## src/rtl/busy_gen_pkg.sv

```systemverilog
package busy_gen_pkg;
  parameter int unsigned TICK_CYCLES_DEFAULT = 400;

  function automatic int unsigned cnt_width(input int unsigned n);
    return (n > 1) ? $clog2(n) : 1;
  endfunction
endpackage

```

## src/rtl/busy_tick_gen.sv

```systemverilog
module busy_tick_gen #(
  parameter int unsigned CYCLES = 400
) (
  input  logic clk,
  input  logic rst_n,
  output logic tick
);
  localparam int unsigned W = busy_gen_pkg::cnt_width(CYCLES);
  localparam logic [W-1:0] LAST = W'(CYCLES - 1);

  logic [W-1:0] pre_q;

  generate
    if (CYCLES <= 1) begin : g_every
      assign tick = 1'b1;
      always_ff @(posedge clk or negedge rst_n)
        if (!rst_n) pre_q <= '0;
        else        pre_q <= '0;
    end else begin : g_div
      assign tick = (pre_q == LAST);
      always_ff @(posedge clk or negedge rst_n)
        if (!rst_n)    pre_q <= '0;
        else if (tick) pre_q <= '0;
        else           pre_q <= pre_q + 1'b1;
    end
  endgenerate
endmodule

```

## src/rtl/busy_hold_timer.sv

```systemverilog
module busy_hold_timer #(
  parameter int unsigned HW = 16
) (
  input  logic          clk,
  input  logic          rst_n,
  input  logic          trig,
  input  logic          tick,
  input  logic [HW-1:0] hold_len,
  output logic          active
);
  logic [HW-1:0] left_q;

  always_ff @(posedge clk or negedge rst_n) begin
    if (!rst_n)                     left_q <= '0;
    else if (trig)                  left_q <= hold_len;
    else if (tick && left_q != '0)  left_q <= left_q - 1'b1;
  end

  assign active = (left_q != '0);
endmodule

```

## src/rtl/busy_leaky_bucket.sv

```systemverilog
module busy_leaky_bucket #(
  parameter int unsigned LW = 6,
  parameter int unsigned TW = 16
) (
  input  logic          clk,
  input  logic          rst_n,
  input  logic          trig,
  input  logic          tick,
  input  logic [LW-1:0] limit,
  input  logic [TW-1:0] leak_len,
  output logic          at_limit,
  output logic [LW-1:0] level
);
  logic [LW-1:0] level_q;
  logic [TW-1:0] leak_q;
  logic          enabled, add, drain;
  logic [TW:0]   leak_next;

  assign enabled   = (limit != '0);
  assign leak_next = {1'b0, leak_q} + 1'b1;
  assign add       = trig && enabled && (level_q < limit);
  assign drain     = tick && (level_q != '0) && (leak_next >= {1'b0, leak_len});

  always_ff @(posedge clk or negedge rst_n) begin
    if (!rst_n) begin
      level_q <= '0;
      leak_q  <= '0;
    end else if (!enabled) begin
      level_q <= '0;
      leak_q  <= '0;
    end else begin
      if (add && !drain)      level_q <= level_q + 1'b1;
      else if (drain && !add) level_q <= level_q - 1'b1;
      if (tick) begin
        if (level_q == '0 || drain) leak_q <= '0;
        else                        leak_q <= leak_next[TW-1:0];
      end
    end
  end

  assign at_limit = enabled && (level_q >= limit);
  assign level    = level_q;
endmodule

```

## src/rtl/busy_time_counter.sv

```systemverilog
module busy_time_counter #(
  parameter int unsigned CW = 32
) (
  input  logic          clk,
  input  logic          rst_n,
  input  logic          clr,
  input  logic          busy,
  output logic [CW-1:0] count
);
  always_ff @(posedge clk or negedge rst_n) begin
    if (!rst_n)    count <= '0;
    else if (clr)  count <= '0;
    else if (busy) count <= count + 1'b1;
  end
endmodule

```

## src/rtl/busy_gen.sv

```systemverilog
module busy_gen #(
  parameter int unsigned CYCLES_PER_TICK = busy_gen_pkg::TICK_CYCLES_DEFAULT,
  parameter int unsigned HOLD_W  = 16,
  parameter int unsigned BURST_W = 6,
  parameter int unsigned LEAK_W  = 16,
  parameter int unsigned CNT_W   = 32
) (
  input  logic               clk,
  input  logic               rst_n,
  input  logic               trig_i,
  input  logic               full_i,
  input  logic [HOLD_W-1:0]  cfg_hold_ticks,
  input  logic [BURST_W-1:0] cfg_burst_size,
  input  logic [LEAK_W-1:0]  cfg_leak_ticks,
  input  logic               cnt_clr_i,
  output logic               busy_o,
  output logic [CNT_W-1:0]   busy_cycles_o
);
  logic               tick;
  logic               hold_on;
  logic               burst_on;
  logic [BURST_W-1:0] bucket_level;

  busy_tick_gen #(.CYCLES(CYCLES_PER_TICK)) u_tick (
    .clk(clk), .rst_n(rst_n), .tick(tick)
  );

  busy_hold_timer #(.HW(HOLD_W)) u_hold (
    .clk(clk), .rst_n(rst_n), .trig(trig_i), .tick(tick),
    .hold_len(cfg_hold_ticks), .active(hold_on)
  );

  busy_leaky_bucket #(.LW(BURST_W), .TW(LEAK_W)) u_bucket (
    .clk(clk), .rst_n(rst_n), .trig(trig_i), .tick(tick),
    .limit(cfg_burst_size), .leak_len(cfg_leak_ticks),
    .at_limit(burst_on), .level(bucket_level)
  );

  assign busy_o = hold_on | full_i | burst_on;

  busy_time_counter #(.CW(CNT_W)) u_cnt (
    .clk(clk), .rst_n(rst_n), .clr(cnt_clr_i), .busy(busy_o),
    .count(busy_cycles_o)
  );
endmodule

```

## config.mk

```make
export PLATFORM = sky130hd
export DESIGN_NAME = busy_gen
export DESIGN_NICKNAME = d
export VERILOG_FILES = /design/src/rtl/busy_gen_pkg.sv /design/src/rtl/busy_tick_gen.sv /design/src/rtl/busy_hold_timer.sv /design/src/rtl/busy_leaky_bucket.sv /design/src/rtl/busy_time_counter.sv /design/src/rtl/busy_gen.sv
export SDC_FILE = /design/constraint.sdc
export NUM_CORES = 1
export LEC_CHECK = 0
export BUFFER_PORTS_ARGS = -buffer_cell sky130_fd_sc_hd__buf_2
export CELL_PAD_IN_SITES_DETAIL_PLACEMENT = 0
export CELL_PAD_IN_SITES_GLOBAL_PLACEMENT = 2
export CORE_UTILIZATION = 25
export DETAILED_ROUTE_END_ITERATION = 10
export PLACE_DENSITY_LB_ADDON = 0.25
export SLEW_MARGIN = 20
export SYNTH_ARGS = -nofsm -noshare
export SYNTH_HDL_FRONTEND = slang
export SYNTH_SLANG_ARGS = --single-unit
export TNS_END_PERCENT = 10
```

## constraint.sdc

```tcl
create_clock -name clk -period 11.4 [get_ports clk]
set_input_delay 1.71 -clock clk [delete_from_list [all_inputs] [get_ports clk]]
set_output_delay 1.71 -clock clk [all_outputs]
set_load 0.1 [all_outputs]
```

* After elaboration in Yosys (flattened, before gate mapping)
Index checks and enable logic that the tools add are counted.
** Storage, ports and cells
- Word-level logic and storage cells :: 47
- Bits in registers :: 79
- Input port bits :: 43
- Output and inout port bits :: 33
** Cells by class
- Order comparisons :: 3
- Mux-type cells :: 11
- $add $sub $neg :: 6
- Eq/ne operators :: 3
- Bitwise logic cells :: 2
- Reductions and logical operators :: 17
** Operators by type and width (number)
- 2-to-1 mux 16 bit :: 5
- 2-to-1 mux 32 bit :: 2
- adder 32 x 1 -> 32 bit, second input constant :: 1
- 2-to-1 mux 6 bit :: 3
- adder 16 x 1 -> 17 bit, second input constant :: 1
- >= comparator 17 x 16 -> 1 bit :: 1
- nonzero test 16 bit :: 1
- subtractor 16 x 1 -> 16 bit, second input constant :: 1
- nonzero test 6 bit :: 2
- adder 9 x 1 -> 9 bit, second input constant :: 1
- == test 9 bit, second input constant :: 1
- 2-to-1 mux 9 bit :: 1
- logical AND 1 bit :: 8
- adder 6 x 1 -> 6 bit, second input constant :: 1
- >= comparator 6 bit :: 1
- zero test 6 bit :: 1
- < comparator 6 bit :: 1
- subtractor 6 x 1 -> 6 bit, second input constant :: 1
- nonzero test 2 bit :: 2
- inequality test 3 bit, second input constant :: 1
- zero test 1 bit :: 2
- inequality test 2 x 1 -> 1 bit, second input constant :: 1
- OR 1 bit :: 2
- logical OR 1 bit :: 1

* Depth between registers and ports, before layout
Gate-level depths: netlist of the first run.
- Word-level depth :: 8
- Depth in mapped cells :: 23
- Mapped depth without buffers :: 21

* Modules after synthesis
A second synthesis of the first run with hierarchy kept.
** Second synthesis, totals
- Cell total of the unflattened synthesis :: 550
- Area, all modules :: 5157.4 um^2
** Modules (own cells, without submodules)
- busy_leaky_bucket :: sequential area each 550.5 um^2, area each 2025.7 um^2, cells an instance 216, instances 1
- busy_time_counter :: sequential area each 800.8 um^2, area each 1680.4 um^2, cells an instance 176, instances 1
- busy_hold_timer :: sequential area each 400.4 um^2, area each 1028.5 um^2, cells an instance 120, instances 1
- busy_tick_gen :: sequential area each 225.2 um^2, area each 416.6 um^2, cells an instance 37, instances 1
- busy_gen :: sequential area each 0.0 um^2, area each 6.3 um^2, cells an instance 1, instances 1

* Least setup slack after synthesis of the first run
OpenSTA, ideal clock, no wires.
- Kind :: input -> output
- From :: in cfg_burst_size[3]
- To :: out busy_o
- Path slack :: 6.334 ns
- Path buffers :: 2
- Data required time :: 9.690 ns
- Stages on the path :: 9
- Arrival :: 3.356 ns
- Cells stage by stage :: inv_1 > ha_1 > a21oi_1 > o21ai_0 > a21o_1 > a21oi_4 > buf_6 > buf_8 > inv_1
** Between the ends
- Cells in the longest elaborated chain, start to end :: 3
- Elaborated cells between the ends (all ways) :: 4
- Classes of those cells :: 1 x order compare; 1 x bitwise; 2 x reduce/logical
** RTL lines
- from (decl) :: RTL line busy_gen.sv:13 : input logic [BURST_W-1:0] cfg_burst_size,
- >= comparator 6 bit / nonzero test 6 bit (equally long branches) :: RTL line busy_leaky_bucket.sv:41, busy_leaky_bucket.sv:19
- logical AND 1 bit * :: RTL line busy_leaky_bucket.sv:41 : assign at_limit = enabled && (level_q >= limit);
- OR 1 bit * :: RTL line busy_gen.sv:39 : assign busy_o = hold_on | full_i | burst_on;
- to (decl) :: RTL line busy_gen.sv:16 : output logic busy_o,
Mark *: on every way between the ends. The rest lies on a longest branch, timed or not.

* Final worst setup path of the first run
- From :: in cfg_burst_size[0]
- To :: out busy_o
Same word-level chain as after synthesis.

==> summary.txt, run 1 <==
Status
  • Outcome: complete, no violations

Setup path
  • Reg2Reg Depth: 20
  • Critical Path Stages: 9
  • Cell Chain, Critical Path: buf_2 > ha_1 > nand2b_1 > a21o_1 > a21o_1 > a21oi_4 > buf_4 > inv_1 > buf_2
  • Critical Path RT: 9690 ps
  • Worst EP arrival: 3670 ps
  • Crit path launch type: input pin
  • WP buf/inv: 4
  • Worst path max stage delay: 470 ps
  • R2r setup slk: 6350 ps
  • Critical Path Fanout Max: 61
  • Critical Path End: busy_o
  • Reg2reg start: u_bucket.leak_q[0]$_DFFE_PN0P_
  • Worst r2r dst: u_bucket.level[5]$_DFFE_PN0P_
  • Delay-heaviest family, CP: buffers and inverters
  • CP Launch Point: cfg_burst_size[0]
  • Worst Setup Path Type: input pin to primary output
  • Critical-path top delay cell: buf_4
  • Setup crit end kind: primary output

Global route
  • Total global routing overflow: 0
  • GRT Resource Usage Total: 0.135
  • Initial antenna violation count: 0
  • First-pass GRT wire length: 21.6 mm
  • Largest net degree at the start of global routing: 62
  • Vias in the first global route: 4318

Cells and area
  • Fillers: 2112
  • Commonest non-fill, non-tap cell in the layout: dfrtp_1
  • Final nets: 708
  • Area growth, synth to finish: 18.8%
  • Multi-input logic area: 2780 um2
  • Highest-count cells in the layout ignoring fill and taps: 79 x dfrtp_1, 74 x buf_2, 49 x a21oi_1
  • Fraction of layout cells with a size suffix above 1: 0.157
  • Register area: 1980 um2
  • Diodes inserted: 0

Floorplan
  • Rows: 51
  • Die area: 20600 um2
  • Core area: 19500 um2
  • Initial core utilization: 0.257
  • Die W: 144 um
  • I/O Pins: 76
  • Die height: 144 um

Timing
  • Min Tclk post-route: 5380 ps
  • Crit share post-route: 0.472
  • Unrepaired setup endpoints after global routing: false
  • Worst clock skew: 9.02 ps
  • Final setup viols: 0
  • Slew Viols, Final: 0
  • Fin. Hold Viols: 0
  • Actual slew at the worst max-slew pin: 1000 ps
  • FMAX: 186 MHz
  • Max transition margin: 0.329
  • Hold_ws: 464 ps
  • Setup TNS: 0 ps

Placed design
  • IO Port Bufs: 75
  • Post-detail-place hpwl: 9.12 mm
  • Gp weighted congestion: 0.757

Synth
  • Yosys reg bits: 79
  • Cell area after synthesis: 5010 um2
  • Top cell type by total area after synthesis: dfrtp_1
  • Synth Area per Inst: 8.80 um2
  • Top post-synthesis cells by area: dfrtp_1 39%, ha_1 7.7%, xnor2_1 5.2%
  • Mapped Cells: 569
  • Sequential share of the synthesized area: 0.395
  • Most used DFF post-synth: dfrtp_1
  • Synth Net Count: 644
  • Synth top area share: 0.395
  • Post-synth cell types: 48
  • EDFF count, synth: 0
  • YS warnings: 0
  • Async S/R FF share, synth: 1.00

Routing
  • ANT nets after route: 0
  • Vias per inst: 4.89
  • Final wirelength: 12.9 mm
  • DRC violations left: 0
  • WL/cell: 14.3 um
  • Routed vias: 4420
  • Starting DRT DRC Count: 179
  • DR pass1 iterations: 4

Clock network
  • # hold bufs at CTS: 0
  • Clock-pin slew on the worst setup and hold paths: 60 ps
  • Post-CTS sizing: 0
  • Root buffer cell: clkbuf_16
  • Setup Fix Bufs, Post-CTS: 0
  • Bufs on Longest Clock Path: 2
  • Worst-Skew Late Latency: 350 ps
  • H-tree Lvls: 3
  • CTS Buf Count: 9
  • Clock tree from TritonCTS: yes
  • Clock sink count: 79

Pwr
  • P_leak: 2.70 nW
  • Pwr Density: 145 nW/um2
  • VDD IR max: 0.000102 V

Hold path
  • Worst hold path type: flip-flop to flip-flop

Run
  • Max Cap Violations: 0
final cells by class:
class | instances | area share
Multi-Input combinational cell | 432 | 0.467
Clock inverter | 6 | 0.0183
Clock buffer | 10 | 0.0385
Timing Repair Buffer | 79 | 0.0685
Inverter | 32 | 0.0202
Sequential cell | 79 | 0.332
Tap cell | 265 | 0.0557
synthesized netlist by cell type (2+ instances only):
cell type / number
nor2_1: 36
buf_2: 3
and2_1: 3
xor2_1: 10
inv_1: 32
and4_1: 5
nand2b_1: 3
o211ai_1: 2
a21oi_1: 49
o21ai_1: 4
and3_1: 19
a21o_1: 7
nor4_1: 7
or3_4: 2
o31ai_1: 8
buf_6: 3
a31oi_1: 4
o21ai_0: 40
clkbuf_1: 18
nand4_1: 19
nand2_1: 47
dfrtp_1: 79
nor3_1: 13
or4_1: 8
a22o_1: 11
ha_1: 31
mux2i_1: 3
nor2b_1: 2
xnor2_1: 30
nand3_1: 32
or3_1: 22
registers in the layout (all words and copies together) (netlist names):
signal,cells
u_bucket.leak_q,16
u_bucket.level,6
u_tick.pre_q,9
u_cnt.count,32
u_hold.left_q,16
cell families (layout without fill, tap and decap cells):
group,Yosys count,after routing,synth area share
buffers and inverters,58,127,0.0512
multiplexers,4,4,0.00824
XOR/XNOR,40,40,0.0699
adder cells (fa/ha/maj),32,32,0.0814
AND/OR/NAND/NOR,223,223,0.238
AO/OA/AOI/OAI,133,133,0.157
flip-flops,79,79,0.395
worst min-delay path by stage:
stage | cells after the start | end | slack [ps] | from
6_report | 1 | u_tick.pre_q[0]$_DFF_PN0_ | 460 | u_tick.pre_q[0]$_DFF_PN0_
5_1_grt | 1 | u_tick.pre_q[0]$_DFF_PN0_ | 490 | u_tick.pre_q[0]$_DFF_PN0_
4_1_cts | 1 | u_tick.pre_q[0]$_DFF_PN0_ | 470 | u_tick.pre_q[0]$_DFF_PN0_
3_5_place_dp | 1 | u_tick.pre_q[0]$_DFF_PN0_ | 460 | u_tick.pre_q[0]$_DFF_PN0_
3_3_place_gp | 1 | u_tick.pre_q[0]$_DFF_PN0_ | 440 | u_tick.pre_q[0]$_DFF_PN0_
2_1_floorplan | 1 | u_tick.pre_q[0]$_DFF_PN0_ | 430 | u_tick.pre_q[0]$_DFF_PN0_
per-stage QoR:
stage	cells	util	instance area, um2	total power, mW	setup WS, ps
floorplan	569	-	5010	0.481	6330
global placement	887	0.287	5610	0.531	6070
detailed placement	887	0.287	5610	0.534	6050
CTS	903	0.305	5950	0.879	6040
global route	903	0.305	5950	0.924	5780
finish	903	0.305	5950	0.861	6020
metal layers:
metal / vias to the layer above / track usage / wire, um
met5: - / 0 / 0
met4: 0 / 0.0414 / 173
met3: 14 / 0.0370 / 605
met2: 92 / 0.213 / 5860
met1: 2136 / 0.178 / 6280
li1: 2178 / - / -
where the power goes:
group / total [mW] / switching (mW) / internal, mW
combinational: 0.197 / 0.109 / 0.0881
clock: 0.336 / 0.122 / 0.214
sequential: 0.328 / 0.0265 / 0.302
total: 0.861 / 0.257 / 0.604
Note: power is estimated with default switching activity, not from simulation.
==> inputs of run 2 (changes only) <==
==> constraint.sdc (replaced) <==
create_clock -name clk -period 4.55 [get_ports clk]
set_input_delay 0.6825 -clock clk [delete_from_list [all_inputs] [get_ports clk]]
set_output_delay 0.6825 -clock clk [all_outputs]
set_load 0.1 [all_outputs]
==> run 2 against run 1 <==
Global-route usage up 0.27 points. Flip-flop and latch count unchanged. Combinational power increased to 2.6 times the previous value. Clock power grew to 2.9 times the previous value. Worst setup slack got worse by 5700 ps. Die area stayed put. First-iteration DRC count increased by 4.5%. Core utilization grew 0.47 points. Count of clock-buffer cells in the layout down 1. Via count shrank 1.8%. Register-to-register slack got worse by 6000 ps.
==> summary.txt, run 2 (synthesis results as in run 1) <==
Global route
  • Initial antenna violation count: 0 (unchanged)
  • Vias in the first global route: 4340 (+0.51%)
  • GRT Resource Usage Total: 0.138 (+0.00269)
  • Total global routing overflow: 0 (unchanged)
  • First-pass GRT wire length: 22.0 mm (+2.0%)
  • Largest net degree at the start of global routing: 80 (+29%)

Timing
  • Slew Viols, Final: 0 (unchanged)
  • Fin. Hold Viols: 0 (unchanged)
  • Hold_ws: 361 ps (-102 ps)
  • Unrepaired setup endpoints after global routing: false
  • Worst clock skew: 11.4 ps (+2.39 ps)
  • Actual slew at the worst max-slew pin: 980 ps (-22.9 ps)
  • Final setup viols: 0 (unchanged)
  • FMAX: 239 MHz
  • Max transition margin: 0.345 (+0.0153)
  • Crit share post-route: 0.920
  • Min Tclk post-route: 4190 ps
  • Setup TNS: 0 ps (unchanged)

Run
  • Max Cap Violations: 0 (unchanged)

Floorplan
  • Core area: 19500 um2 (unchanged)
  • Initial core utilization: 0.257 (unchanged)
  • Die height: 144 um (unchanged)
  • Rows: 51 (unchanged)
  • Die area: 20600 um2 (unchanged)
  • Die W: 144 um (unchanged)
  • I/O Pins: 76 (unchanged)

Routing
  • Final wirelength: 13.0 mm (+0.74%)
  • DRC violations left: 0 (unchanged)
  • DR pass1 iterations: 4 (unchanged)
  • WL/cell: 14.4 um (+0.41%)
  • Vias per inst: 4.79 (-2.2%)
  • ANT nets after route: 0 (unchanged)
  • Routed vias: 4339 (-1.8%)
  • Starting DRT DRC Count: 187 (+4.5%)

Pwr
  • Sw frac: 0.287 (-0.0113)
  • P_leak: 2.75 nW (+2.1%)
  • Logic pwr share: 0.222 (-0.007)
  • Pwr Density: 379 nW/um2 (+160%)
  • Final Power: 2.29 mW (+170%)
  • Reg power frac: 0.358 (-0.023)
  • VDD IR max: 0.000359 V (+250%)
  • Switch Pwr: 0.659 mW (+160%)
  • Clk pwr share: 0.420 (+0.030)
  • Pint: 1.63 mW (+170%)

Cells and area
  • Largest regs: u_cnt.count (32), u_bucket.leak_q (16), u_hold.left_q (16)
  • Area growth, synth to finish: 20.6%
  • Fillers: 2124 (+0.57%)
  • Largest register FFs: 32 (unchanged)
  • Highest-count cells in the layout ignoring fill and taps: 79 x dfrtp_1, 74 x buf_2, 49 x a21oi_1
  • Final nets: 711 (+0.42%)
  • Reg with most FFs: u_cnt.count
  • Commonest non-fill, non-tap cell in the layout: dfrtp_1
  • Fraction of layout cells with a size suffix above 1: 0.164 (+0.00707)
  • Final Util: 0.309 (+0.00474)
  • Diodes inserted: 0 (unchanged)

Clock network
  • Clock sink count: 79 (unchanged)
  • Post-CTS sizing: 0 (unchanged)
  • H-tree Lvls: 3 (unchanged)
  • Bufs on Longest Clock Path: 2 (unchanged)
  • Setup Fix Bufs, Post-CTS: 0 (unchanged)
  • Worst-Skew Late Latency: 350 ps (about the same)
  • CTS Buf Count: 9 (unchanged)
  • # hold bufs at CTS: 0 (unchanged)
  • Root buffer cell: clkbuf_16
  • Clock-pin slew on the worst setup and hold paths: 70 ps (about the same)
  • Clock tree from TritonCTS: yes

Setup path
  • Worst Setup Path Type: flip-flop to flip-flop
  • Critical Path RT: 4760 ps (-4930 ps)
  • Setup crit end kind: flip-flop
  • Critical Path Fanout Max: 7 (-89%)
  • Worst EP arrival: 4390 ps (+720 ps)
  • R2r setup slk: 360 ps (-5990 ps)
  • Crit path launch type: flip-flop

Hold path
  • Worst hold path type: input pin to async pin

Placed design
  • Post-detail-place hpwl: 9.25 mm (+1.4%)
  • Gp weighted congestion: 0.778 (+2.7%)
  • IO Port Bufs: 75 (unchanged)

Status
  • Outcome: complete, no violations
run 2: changes by cell type in the layout (fill, tap and decap cells not counted):
cell	change
clkbuf_1	-1
clkinv_2	-2
buf_4	+2
nor3_1	-1
bufinv_16	+2
nor3_4	+1
inv_6	+1
buf_6	+1
run 2: critical path: stages (launching register included):
cell and delay [ps]:
dfrtp_1 470, ha_1 210, nand4_1 130, nor3_4 220, nand3_1 170, xnor2_1 160, ha_1 290, a21o_1 180
a21oi_1 130, o21ai_0 110, a31oi_1 230, nand2_1 80, nand2_1 70, ha_1 220, inv_1 120, ha_1 280
a21o_1 170, a21o_1 200, a211o_1 290, o211ai_1 100, xnor2_1 140, nor2_1 50
run 2: per-stage QoR:
step                      setup slack [ps]  std cells  area, um2
after floorplan                        206        569       5010
after global placement                 320        890       5640
after detailed placement               177        890       5640
after CTS                              143        906       6030
after global routing                  27.0        906       6040
final                                  364        906       6040
run 2: path summary, 6_finish.rpt:
kind                                           startpoint                             to  cells after the start
hold / removal                                      rst_n   u_hold.left_q[9]$_DFFE_PN0P_                      1
hold reg to reg                 u_tick.pre_q[0]$_DFF_PN0_      u_tick.pre_q[0]$_DFF_PN0_                      1
setup reg to reg           u_bucket.leak_q[1]$_DFFE_PN0P_  u_bucket.level[5]$_DFFE_PN0P_                     21
min in group clk                u_tick.pre_q[0]$_DFF_PN0_      u_tick.pre_q[0]$_DFF_PN0_                      1
max in group asynchronous                           rst_n    u_cnt.count[23]$_DFFE_PN0P_                      1
setup / recovery           u_bucket.leak_q[1]$_DFFE_PN0P_  u_bucket.level[5]$_DFFE_PN0P_                     21
run 2: area by class of cell:
| type | count | area, um2 | area share |
|---|---|---|---|
| multi-input cells | 432 | 2790 | 0.461 |
| flip-flops and latches | 79 | 1980 | 0.327 |
| repair buffers | 82 | 434 | 0.0718 |
| well taps | 265 | 332 | 0.0549 |
| clock buffers | 9 | 225 | 0.0373 |
| clock inverters | 7 | 168 | 0.0277 |
| inverters | 32 | 120 | 0.0199 |
run 2: power by group through the flow:
stage	combinational, mW	sequential, mW	clock (mW)
2_1_floorplan	0.374	0.832	0
3_3_place_gp	0.507	0.835	0
3_5_place_dp	0.517	0.835	0
4_1_cts	0.522	0.822	0.992
5_1_grt	0.599	0.830	1.03
6_report	0.510	0.821	0.962
run 2: metal layers:
metal  vias to the layer above  part of all wire  wire length (um)  GRT usage
met5                         -                 0                 0          0
met2                        65              0.47              6120      0.223
met1                      2075              0.48              6290      0.181
met4                         0            0.0094               122     0.0342
met3                        10             0.037               483     0.0360
li1                       2189                 -                 -          -
==> inputs of run 3 (changes only) <==
--- a/config.mk
+++ b/config.mk
@@ -8,7 +8,7 @@
 export BUFFER_PORTS_ARGS = -buffer_cell sky130_fd_sc_hd__buf_2
 export CELL_PAD_IN_SITES_DETAIL_PLACEMENT = 0
 export CELL_PAD_IN_SITES_GLOBAL_PLACEMENT = 2
-export CORE_UTILIZATION = 25
+export CORE_UTILIZATION = 32
 export DETAILED_ROUTE_END_ITERATION = 10
 export PLACE_DENSITY_LB_ADDON = 0.25
 export SLEW_MARGIN = 20
==> run 3 against run 2 <==
Final cell count down 6.2%. Critical path type unchanged. Combinational power down 0.8%. Non-clock buffer count down 1. Sequential power about the same. Count of clock-buffer cells in the layout up 2. Register-to-register slack worse by 20 ps. Power down 10%. Highest routed layer unchanged. Design area down 2.6%. Global-route usage up 1.9 points. Clock skew down 3.8 ps. Die area down 22%. Routed wire length down 7.3%.
==> summary.txt, run 3 (synthesis results as in run 1) <==
Status
  • Outcome: complete, no violations

Clock network
  • Clock tree from TritonCTS: yes
  • Setup Fix Bufs, Post-CTS: 0 (unchanged)
  • Worst-Skew Late Latency: 340 ps (about the same)
  • H-tree Lvls: 3 (unchanged)
  • # hold bufs at CTS: 0 (unchanged)
  • Bufs on Longest Clock Path: 2 (unchanged)
  • Root buffer cell: clkbuf_16
  • CTS Buf Count: 9 (unchanged)
  • Clock sink count: 79 (unchanged)
  • Clock-pin slew on the worst setup and hold paths: 60 ps (about the same)

Pwr
  • Clk pwr share: 0.355 (-0.065)
  • Switch Pwr: 0.622 mW (-5.6%)
  • Pint: 1.43 mW (-12%)
  • Pwr Density: 349 nW/um2 (-7.9%)
  • Sw frac: 0.303 (+0.0151)
  • Final Power: 2.06 mW (-10%)
  • VDD IR max: 0.000240 V (-33%)
  • Logic pwr share: 0.246 (+0.024)
  • P_leak: 2.71 nW (-1.7%)
  • Reg power frac: 0.399 (+0.041)

Routing
  • Vias per inst: 5.13 (+7.2%)
  • Routed vias: 4363 (+0.55%)
  • ANT nets after route: 0 (unchanged)
  • DR pass1 iterations: 4 (unchanged)
  • DRC violations left: 0 (unchanged)
  • Final wirelength: 12.1 mm (-7.3%)
  • Starting DRT DRC Count: 184 (-1.6%)
  • WL/cell: 14.2 um (-1.2%)

Global route
  • Total global routing overflow: 0 (unchanged)
  • First-pass GRT wire length: 20.2 mm (-8.0%)
  • Largest net degree at the start of global routing: 80 (unchanged)
  • Initial antenna violation count: 0 (unchanged)
  • GRT Resource Usage Total: 0.156 (+0.0189)
  • Vias in the first global route: 4134 (-4.7%)

Timing
  • Setup TNS: 0 ps (unchanged)
  • Hold_ws: 373 ps (+11.8 ps)
  • Actual slew at the worst max-slew pin: 975 ps (-4.54 ps)
  • Unrepaired setup endpoints after global routing: false
  • Min Tclk post-route: 4200 ps (+18.2 ps)
  • Max transition margin: 0.348 (+0.00304)
  • Worst clock skew: 7.60 ps (-3.81 ps)
  • Crit share post-route: 0.924 (+0.00400)
  • FMAX: 238 MHz (-0.43%)
  • Final setup viols: 0 (unchanged)
  • Final Worst Setup Slack: 346 ps (-18.2 ps)
  • Fin. Hold Viols: 0 (unchanged)
  • Slew Viols, Final: 0 (unchanged)

Placed design
  • Place WS: 27.7 ps (-149 ps)
  • Placed instance count: 835 (-6.2%)
  • Gp weighted congestion: 0.801 (+3.0%)
  • Post-detail-place hpwl: 8.44 mm (-8.7%)
  • IO Port Bufs: 75 (unchanged)
  • Cell Area, Placed: 5560 um2 (-1.4%)

Setup path
  • CP Launch Point: u_bucket.leak_q[1]$_DFFE_PN0P_
  • Setup crit end kind: flip-flop
  • Worst r2r dst: u_bucket.level[5]$_DFFE_PN0P_
  • Critical Path Fanout Max: 7 (unchanged)
  • Critical-path top delay cell: dfrtp_1
  • Critical Path End: u_bucket.level[5]$_DFFE_PN0P_
  • Cell Chain, Critical Path: ha_4 > nand4_1 > nor3_4 > nand4_1 > xnor2_1 > ha_1 > a21oi_1 > o21a_1 > o21ai_0 > a31oi_1 > nand2_1 > nand2_1 > ha_1 > inv_1 > ha_1 > a21o_1 > a21o_1 > a211o_1 > o211ai_1 > xnor2_1 > nor2_1
  • Most used cell, CP: ha_1
  • Critical Path RT: 4750 ps (about the same)
  • Reg2Reg Depth: 21 (unchanged)
  • Reg2reg start: u_bucket.leak_q[1]$_DFFE_PN0P_
  • Worst path max stage delay: 480 ps (about the same)
  • Worst Setup Path Type: flip-flop to flip-flop
  • R2r setup slk: 350 ps (-20 ps)
  • Crit path launch type: flip-flop
  • Worst EP arrival: 4410 ps (+20 ps)

Cells and area
  • Largest regs: u_cnt.count (32), u_bucket.leak_q (16), u_hold.left_q (16)
  • Final Util: 0.386 (+0.0762)
  • Commonest non-fill, non-tap cell in the layout: dfrtp_1
  • Fraction of layout cells with a size suffix above 1: 0.163 (-0.00105)
  • Final non-filler cell total: 850 (-6.2%)
  • Largest register FFs: 32 (unchanged)
  • Highest-count cells in the layout ignoring fill and taps: 79 x dfrtp_1, 74 x buf_2, 49 x a21oi_1
  • Reg with most FFs: u_cnt.count
  • Area growth, synth to finish: 17.5%
  • Design area: 5890 um2 (-2.6%)
  • Final nets: 710 (-0.14%)
  • Diodes inserted: 0 (unchanged)

Floorplan
  • Die W: 127 um (-11%)
  • Initial core utilization: 0.328 (+0.0718)
  • Core area: 15300 um2 (-22%)
  • Die height: 127 um (-11%)
  • I/O Pins: 76 (unchanged)
  • Rows: 45 (-12%)
  • Die area: 16200 um2 (-22%)

Hold path
  • Worst hold path type: input pin to async pin

Run
  • Max Cap Violations: 0 (unchanged)
==> run 3: cell types whose count changed in the layout (fill, tap and decap cells not counted), sizes merged <==
| cell | delta |
|---|---|
| bufinv | -4 |
| buf | -1 |
| clkbuf | +2 |
| clkinv | +2 |
| inv | -1 |
==> run 3: cell type report <==
cell class | count | area, um2
Clock inverter | 4 | 45.0
Sequential cell | 79 | 1980
Timing Repair Buffer | 81 | 427
Fill cell | 1562 | 9370
Inverter | 32 | 120
Multi-Input combinational cell | 432 | 2800
Tap cell | 211 | 264
Clock buffer | 11 | 253
==> run 3: worst min path at each step <==
stage                               from                         endpoint  cells after the start
5_1_grt                            rst_n  u_bucket.leak_q[15]$_DFFE_PN0P_                      1
3_5_place_dp   u_tick.pre_q[0]$_DFF_PN0_        u_tick.pre_q[0]$_DFF_PN0_                      1
2_1_floorplan                      rst_n   u_bucket.leak_q[0]$_DFFE_PN0P_                      0
3_3_place_gp   u_tick.pre_q[0]$_DFF_PN0_        u_tick.pre_q[0]$_DFF_PN0_                      1
4_1_cts        u_tick.pre_q[0]$_DFF_PN0_        u_tick.pre_q[0]$_DFF_PN0_                      1
6_report                           rst_n  u_bucket.leak_q[15]$_DFFE_PN0P_                      1
==> run 3: layer usage <==
layer	GRT usage	vias up	wire, um
met1	0.209	2090	5900
met5	0	-	0
li1	-	2184	-
met4	0.0420	0	109
met2	0.252	83	5480
met3	0.0389	6	573
==> run 3: worst max-delay path: cells and delay by family (launching register included) <==
kind	cells	cell delay (ps)
compound gates	8	1340
xor+xnor	2	320
fa+ha+maj	4	1020
buf+inv	1	120
flops	1	480
simple gates	6	780
==> run 3: timing repair <==
action	4_1_cts	5_1_grt
gates resized for setup	0	4
hold endpoints to repair	0	0
endpoints found under the setup margin	0	3
==> run 3: power by group through the flow <==
stage               registers, mW  clock network [mW]  logic, mW
floorplan                   0.832                   0      0.374
global placement            0.834                   0      0.502
detailed placement          0.833                   0      0.507
CTS                         0.820               0.759      0.511
global route                0.830               0.780      0.592
finish                      0.820               0.730      0.506
